===== src/rtl/sar_pkg.sv =====
package sar_pkg;

    typedef enum logic [1:0] {
        SEG_COM = 2'b00,
        SEG_EOM = 2'b01,
        SEG_BOM = 2'b10,
        SEG_SSM = 2'b11
    } seg_type_e;

    typedef enum logic [1:0] {
        EM_IDLE,
        EM_CLOSE,
        EM_DATA,
        EM_DONE
    } em_state_e;

    localparam logic [9:0] CRC10_POLY = 10'h233;

    // Advance a CRC-10 remainder by one byte, MSB first.
    function automatic logic [9:0] crc10_step(input logic [9:0] rem, input logic [7:0] d);
        logic [9:0] r;
        logic       fb;
        r = rem;
        for (int i = 7; i >= 0; i--) begin
            fb = r[9] ^ d[i];
            r  = {r[8:0], 1'b0};
            if (fb) r = r ^ CRC10_POLY;
        end
        return r;
    endfunction

endpackage


===== src/rtl/sar_crc10.sv =====
module sar_crc10
    import sar_pkg::*;
(
    input  logic       clk,
    input  logic       rst_n,
    input  logic       en,
    input  logic       first,
    input  logic [7:0] din,
    output logic       rem_zero
);

    logic [9:0] rem_q;
    logic [9:0] rem_nx;

    always_comb begin
        rem_nx   = crc10_step(first ? 10'd0 : rem_q, din);
        rem_zero = (rem_nx == 10'd0);
    end

    always_ff @(posedge clk or negedge rst_n) begin
        if (!rst_n) rem_q <= '0;
        else if (en) rem_q <= rem_nx;
    end

endmodule


===== src/rtl/sar_seg_buf.sv =====
module sar_seg_buf #(
    parameter int DEPTH = 44,
    parameter int AW    = $clog2(DEPTH)
) (
    input  logic          clk,
    input  logic          we,
    input  logic [AW-1:0] waddr,
    input  logic [7:0]    wdata,
    input  logic [AW-1:0] raddr,
    output logic [7:0]    rdata
);

    logic [7:0] mem [DEPTH];

    always_ff @(posedge clk) begin
        if (we) mem[waddr] <= wdata;
    end

    assign rdata = mem[raddr];

endmodule


===== src/rtl/sar_reassembler.sv =====
module sar_reassembler
    import sar_pkg::*;
#(
    parameter int DATA_BYTES = 44,
    parameter int CNT_W      = 8
) (
    input  logic             clk,
    input  logic             rst_n,
    input  logic             in_valid,
    input  logic             in_first,
    input  logic [7:0]       in_byte,
    output logic             out_valid,
    output logic [7:0]       out_byte,
    output logic             out_sop,
    output logic             pkt_done,
    output logic             pkt_err,
    output logic [CNT_W-1:0] proto_errs
);

    localparam int HDR_BYTES = 2;
    localparam int SEG_BYTES = DATA_BYTES + 4;
    localparam int POS_W     = $clog2(SEG_BYTES);
    localparam int AW        = $clog2(DATA_BYTES);
    localparam int LI_W      = 6;
    localparam logic [POS_W-1:0] POS_D0   = POS_W'(HDR_BYTES);
    localparam logic [POS_W-1:0] POS_DEND = POS_W'(HDR_BYTES + DATA_BYTES);
    localparam logic [POS_W-1:0] POS_LI   = POS_W'(SEG_BYTES - 2);
    localparam logic [POS_W-1:0] POS_LAST = POS_W'(SEG_BYTES - 1);
    localparam logic [LI_W-1:0]  LI_MAX   = LI_W'(DATA_BYTES);

    // receive side
    logic             rx_act;
    logic [POS_W-1:0] rx_pos;
    logic [POS_W-1:0] byte_pos;
    logic             take;
    logic             seg_end;
    seg_type_e        hdr_type;
    logic [3:0]       hdr_sn;
    logic [LI_W-1:0]  li_q;
    logic             crc_zero;
    logic             buf_we;

    // packet bookkeeping
    logic             have_prev;
    logic [3:0]       prev_sn;
    logic             pkt_open;
    logic             pkt_err_q;
    logic             sn_ok;
    logic             seg_bad;
    logic             is_begin;
    logic             is_end;
    logic             accept;
    logic             close_old;
    logic [LI_W-1:0]  seg_len;

    // emission side
    logic [LI_W-1:0]  job_len;
    logic             job_done;
    logic             job_err;
    logic             sop_pend;
    em_state_e        em_state;
    em_state_e        em_next;
    logic [LI_W-1:0]  rd_idx;
    logic [7:0]       rd_byte;
    logic             emit_idle;

    always_comb begin
        byte_pos  = in_first ? '0 : rx_pos;
        take      = in_valid && (in_first || rx_act);
        seg_end   = take && (byte_pos == POS_LAST);
        buf_we    = take && (byte_pos >= POS_D0) && (byte_pos < POS_DEND);
        sn_ok     = !have_prev || (hdr_sn == prev_sn + 4'd1);
        seg_bad   = !sn_ok || !crc_zero;
        is_begin  = (hdr_type == SEG_BOM) || (hdr_type == SEG_SSM);
        is_end    = (hdr_type == SEG_EOM) || (hdr_type == SEG_SSM);
        accept    = is_begin || pkt_open;
        close_old = is_begin && pkt_open;
        seg_len   = (li_q > LI_MAX) ? LI_MAX : li_q;
    end

    always_ff @(posedge clk or negedge rst_n) begin
        if (!rst_n) begin
            rx_act   <= 1'b0;
            rx_pos   <= '0;
            hdr_type <= SEG_COM;
            hdr_sn   <= '0;
            li_q     <= '0;
        end else if (take) begin
            rx_act <= (byte_pos != POS_LAST);
            rx_pos <= (byte_pos == POS_LAST) ? '0 : byte_pos + 1'b1;
            if (byte_pos == '0) begin
                hdr_type <= seg_type_e'(in_byte[7:6]);
                hdr_sn   <= in_byte[5:2];
            end
            if (byte_pos == POS_LI) li_q <= in_byte[7:2];
        end
    end

    sar_crc10 i_crc (
        .clk      (clk),
        .rst_n    (rst_n),
        .en       (take),
        .first    (byte_pos == '0),
        .din      (in_byte),
        .rem_zero (crc_zero)
    );

    sar_seg_buf #(.DEPTH(DATA_BYTES), .AW(AW)) i_buf (
        .clk   (clk),
        .we    (buf_we),
        .waddr (AW'(byte_pos - POS_D0)),
        .wdata (in_byte),
        .raddr (AW'(rd_idx)),
        .rdata (rd_byte)
    );

    // segment verdict, taken when the trailer completes
    always_ff @(posedge clk or negedge rst_n) begin
        if (!rst_n) begin
            have_prev  <= 1'b0;
            prev_sn    <= '0;
            pkt_open   <= 1'b0;
            pkt_err_q  <= 1'b0;
            job_len    <= '0;
            job_done   <= 1'b0;
            job_err    <= 1'b0;
            proto_errs <= '0;
        end else if (seg_end) begin
            have_prev <= 1'b1;
            prev_sn   <= hdr_sn;
            if (!accept) begin
                if (proto_errs != '1) proto_errs <= proto_errs + 1'b1;
            end else begin
                pkt_open  <= !is_end;
                pkt_err_q <= is_begin ? seg_bad : (pkt_err_q | seg_bad);
                job_len   <= seg_len;
                job_done  <= is_end;
                job_err   <= (is_begin ? 1'b0 : pkt_err_q) | seg_bad;
            end
        end
    end

    always_ff @(posedge clk or negedge rst_n) begin
        if (!rst_n) sop_pend <= 1'b0;
        else if (seg_end && accept && is_begin) sop_pend <= 1'b1;
        else if (em_state == EM_DATA) sop_pend <= 1'b0;
    end

    // state register
    always_ff @(posedge clk or negedge rst_n) begin
        if (!rst_n) begin
            em_state <= EM_IDLE;
            rd_idx   <= '0;
        end else begin
            em_state <= em_next;
            rd_idx   <= (em_state == EM_DATA) ? rd_idx + 1'b1 : '0;
        end
    end

    // next state
    always_comb begin
        em_next = em_state;
        unique case (em_state)
            EM_IDLE: begin
                if (seg_end && accept) begin
                    if (close_old)           em_next = EM_CLOSE;
                    else if (seg_len != '0)  em_next = EM_DATA;
                    else if (is_end)         em_next = EM_DONE;
                end
            end
            EM_CLOSE: begin
                if (job_len != '0)  em_next = EM_DATA;
                else if (job_done)  em_next = EM_DONE;
                else                em_next = EM_IDLE;
            end
            EM_DATA: begin
                if (rd_idx == job_len - 1'b1) em_next = job_done ? EM_DONE : EM_IDLE;
            end
            EM_DONE: em_next = EM_IDLE;
            default: em_next = EM_IDLE;
        endcase
    end

    // outputs
    always_comb begin
        out_valid = 1'b0;
        out_sop   = 1'b0;
        pkt_done  = 1'b0;
        pkt_err   = 1'b0;
        out_byte  = rd_byte;
        emit_idle = (em_state == EM_IDLE);
        unique case (em_state)
            EM_IDLE: ;
            EM_CLOSE: begin
                pkt_done = 1'b1;
                pkt_err  = 1'b1;
            end
            EM_DATA: begin
                out_valid = 1'b1;
                out_sop   = sop_pend;
            end
            EM_DONE: begin
                pkt_done = 1'b1;
                pkt_err  = job_err;
            end
            default: ;
        endcase
    end

endmodule


===== config.mk =====
export PLATFORM = sky130hd
export DESIGN_NAME = sar_reassembler
export DESIGN_NICKNAME = d
export VERILOG_FILES = /design/src/rtl/sar_pkg.sv /design/src/rtl/sar_crc10.sv /design/src/rtl/sar_seg_buf.sv /design/src/rtl/sar_reassembler.sv
export SDC_FILE = /design/constraint.sdc
export NUM_CORES = 1
export LEC_CHECK = 0
export BUFFER_PORTS_ARGS = -buffer_cell sky130_fd_sc_hd__clkbuf_2
export CAP_MARGIN = 20
export CORE_UTILIZATION = 63
export DETAILED_ROUTE_END_ITERATION = 8
export MAX_ROUTING_LAYER = met4
export PLACE_DENSITY = 0.8
export SETUP_SLACK_MARGIN = 0.02
export SYNTH_ARGS = -nofsm -noshare
export SYNTH_HDL_FRONTEND = slang
export SYNTH_HIERARCHICAL = 1
export SYNTH_SLANG_ARGS = --single-unit

===== constraint.sdc =====
create_clock -name clk -period 3.9 [get_ports clk]
set_input_delay 0.78 -clock clk [delete_from_list [all_inputs] [get_ports clk]]
set_output_delay 0.78 -clock clk [all_outputs]
set_load 0.03 [all_outputs]

==> impl_metrics.toml <==
[power]
p_per_area_nw_per_um2 = 493.3
p_leak_nw = 6.563
vdd_ir_drop_max_mv = 0.4890

[routing]
drcViolationCount = 0
routed_wl_um = 37230
antenna_left = 0
via_count = 9956
dr.first_iter.drc_count = 1058
wl_per_cell_um = 23.18
dr.pass1.iters = 6
vias_per_cell = 6.199

[worst_setup_path]
r2r_slack_ns = 0.89
worst-path-max-fanout = 24
slowest_delay_ns = 0.48
r2r_cells = 7
critical_path_arrival_ns = 2.98
cpMaxStageDelayCell = "o41ai_2"
r2r_end = "i_buf/mem[6][7]$_DFFE_PP_"
worst_ep_required_time_ns = 3.12
r2r-start = "rx_pos[2]$_DFFE_PN0N_"
cp.depth = 7
startpoint_type = "flop"
criticalPathCategory = "reg -> out"
critPathBufInv = 2
critPathCaptureType = "output port"
crit_family = "compound AO/OA/AOI/OAI gates"
crit_chain = "nor2b_2, buf_4, a22o_1, a221oi_2, o22ai_1, o41ai_2, clkbuf_2"
endpoint = "out_byte[3]"
startpoint = "rd_idx[3]$_DFF_PN0_"

[grt]
grt_usage_pct = 27.23
grt-ovfl-total = 0
antenna_found_initial = 0
grt_first_pass_wirelength_um = 56280
grt_max_degree = 49
grt_pass1_vias = 9576

[sta]
fin_crit_ns = 3.765
fin_tns_setup_ns = 0
hold_viol = 0
min_period_over_period_pct = 96.53
rsz0062_at_grt = "no"
relSlewSlack_pct = 30.77
max_freq_mhz = 265.6
setup_viol = 0
slew_violations = 0
tightest_slew_ns = 1.031
finClkSkew_ns = 0.02771
setup_slack_ns = 0.1354

[clocking]
clkTransAtPathRegs_ns = 0.05
cts_buffers = 41
clk_path_buf_depth = 3
cts_root_buffer = "clkbuf_16"
tritoncts = "yes"
cts_sinks = 413
clk_latency_ns = 0.55
h-tree-depth = 2

[placed_design]
place_congestion = 0.8778
port_buffers = 31
place_ws_ns = 0.3308
place_area_um2 = 18490
placedCellCount = 1524
hpwl_um = 23580

[finish]
num_antenna_cells = 0
nNetsFinal = 1218
stdcell_count = 1606
drive_above_1_share_pct = 20.44
design_area_um2 = 19950
nFillCells = 1709
syn_to_final_growth_pct = 12.43
fin_util_pct = 72.00

[synthesis]
yosys_warnings = 6
avgSynthCellArea_um2 = 15.90
synth_edf_count = 352
synth_top_area_cell = "edfxtp_1"
netlist.area_leader.share_pct = 59.58
syn_inst = 1116
ys_seq_elements = 413
synthTopCellsByArea = "edfxtp_1 60%, dfrtp_1 8.6%, mux2i_1 7.8%, mux4_2 3.0%, xnor2_1 1.9%"
syn_area_um2 = 17740
ys_types = 56
yosysSeqAreaShare_pct = 68.19
synth_nets = 1138
ys.flop_type = "edfxtp_1"
async_flop_share_pct = 14.77

[worst_hold_path]
hold_class = "in -> async"

[floorplan]
die_h_um = 169.8
ios = 32
rows = 61
die-area_um2 = 28840
placeableCoreArea_um2 = 27710
fp.dieW_um = 169.8
start_util_pct = 64.03

[job]
maxCapViolCount = 0

[status]
status = "completed"
stage by stage:
step / hold slack (ns) / power (mW)
2_1_floorplan: 0.4376 / 5.678
3_3_place_gp: 0.4521 / 5.877
3_5_place_dp: 0.4633 / 5.890
4_1_cts: 0.3728 / 9.890
5_1_grt: 0.4200 / 10.13
6_report: 0.3642 / 9.840
Yosys cell counts, types with 15 or more instances:
| library cell | instances |
|---|---|
| clkbuf_1 | 17 |
| mux4_2 | 24 |
| nor3_1 | 18 |
| edfxtp_1 | 352 |
| xnor2_1 | 38 |
| o21ai_0 | 25 |
| nand3_1 | 15 |
| nand2_1 | 53 |
| mux2i_1 | 138 |
| a22o_1 | 16 |
| inv_1 | 15 |
| mux2_2 | 25 |
| a22oi_1 | 33 |
| dfrtp_1 | 61 |
| nor2_1 | 74 |
| a21oi_1 | 29 |
layout make-up:
type	count	area, µm²	share of cell area (%)
sequential	413	12100	60.66
inverter	15	56.30	0.2823
clock inverter	26	314.1	1.574
clock buffer	49	1077	5.401
timing repair buffer	98	724.4	3.632
multi-input combinational	627	5201	26.08
tap	378	473.0	2.371
sequential cells by signal, summed over array words and instances (netlist names), 2 cells and up:
register	cells
job_len	6
em_state	2
prev_sn	4
hdr_type	2
rx_pos	6
hdr_sn	4
i_buf/mem	352
proto_errs	8
i_crc/rem_q	10
li_q	6
rd_idx	6
worst min path at each step:
stage | end | cells past startpoint | from
3_5_place_dp | have_prev$_DFFE_PN0P_ | 1 | have_prev$_DFFE_PN0P_
2_1_floorplan | sop_pend$_DFFE_PN0P_ | 2 | sop_pend$_DFFE_PN0P_
4_1_cts | i_crc/rem_q[7]$_DFFE_PN0P_ | 1 | rst_n
3_3_place_gp | have_prev$_DFFE_PN0P_ | 1 | have_prev$_DFFE_PN0P_
6_report | rd_idx[5]$_DFF_PN0_ | 1 | rst_n
5_1_grt | rd_idx[3]$_DFF_PN0_ | 1 | rst_n
power by group:
group          total [mW]  internal, mW  switching, mW  leakage (nW)
registers            4.97          4.88         0.0920          3.95
logic               0.832         0.407          0.425          1.94
clock network        4.04          2.44           1.60         0.680
cells in the final DEF, fill, tap and decap left out, types with 4 or more instances in the layout:
cell type | netlist | layout
edfxtp_1 | 352 | 352
mux2i_1 | 138 | 138
nor2_1 | 74 | 73
dfrtp_1 | 61 | 60
buf_4 | 12 | 60
nand2_1 | 53 | 53
clkbuf_16 | 0 | 42
xnor2_1 | 38 | 38
a22oi_1 | 33 | 33
clkbuf_2 | 0 | 31
a21oi_1 | 29 | 29
mux2_2 | 25 | 25
o21ai_0 | 25 | 25
mux4_2 | 24 | 24
nor3_1 | 18 | 18
a22o_1 | 16 | 16
inv_1 | 15 | 15
nand3_1 | 15 | 15
xor2_1 | 14 | 14
nand2b_1 | 13 | 13
a221oi_2 | 13 | 13
ha_1 | 10 | 10
clkinv_2 | 0 | 10
o22ai_1 | 9 | 9
a31oi_1 | 8 | 8
o41ai_2 | 8 | 8
nor2b_1 | 9 | 7
clkbuf_1 | 17 | 7
bufinv_16 | 0 | 7
clkinv_1 | 0 | 6
nand4_1 | 5 | 5
buf_12 | 0 | 5
xnor2_2 | 5 | 5
o31ai_1 | 4 | 4
kinds of logic (layout without fill, tap and decap cells):
family                     Yosys count  after routing  share of synthesized area (%)
xor gates and xnor gates            59             59                          3.301
muxes                              187            187                          12.42
and+or+nand+nor                    214            214                          5.967
buffers and inverters               76            188                          2.539
AOI/OAI and AO/OA                  157            157                          6.884
adders and majority gates           10             10                         0.7053
DFF                                413            413                          68.19
worst register-to-register path: cells and delay by family, from the launching register on:
family	cells	cell delay, ns
DFF	1	0.44
and+or+nand+nor	4	1.69
buffers and inverters	1	0.10
adders and majority gates	1	0.19
AOI/OAI and AO/OA	1	0.23
layer usage:
layer / track usage (%) / routed length (µm) / vias to the layer above
li1: - / - / 4469
met1: 38.16 / 15620 / 4961
met2: 42.55 / 18090 / 479
met3: 3.860 / 2856 / 47
met4: 7.090 / 659 / 0
met5: - / 0 / -
repair_timing:
action	in CTS	in global routing
hold buffers	0	0
buffers inserted	0	6
setup endpoints to repair	4	3
gates resized for setup	1	0
Power figures use the tool's default switching activity.
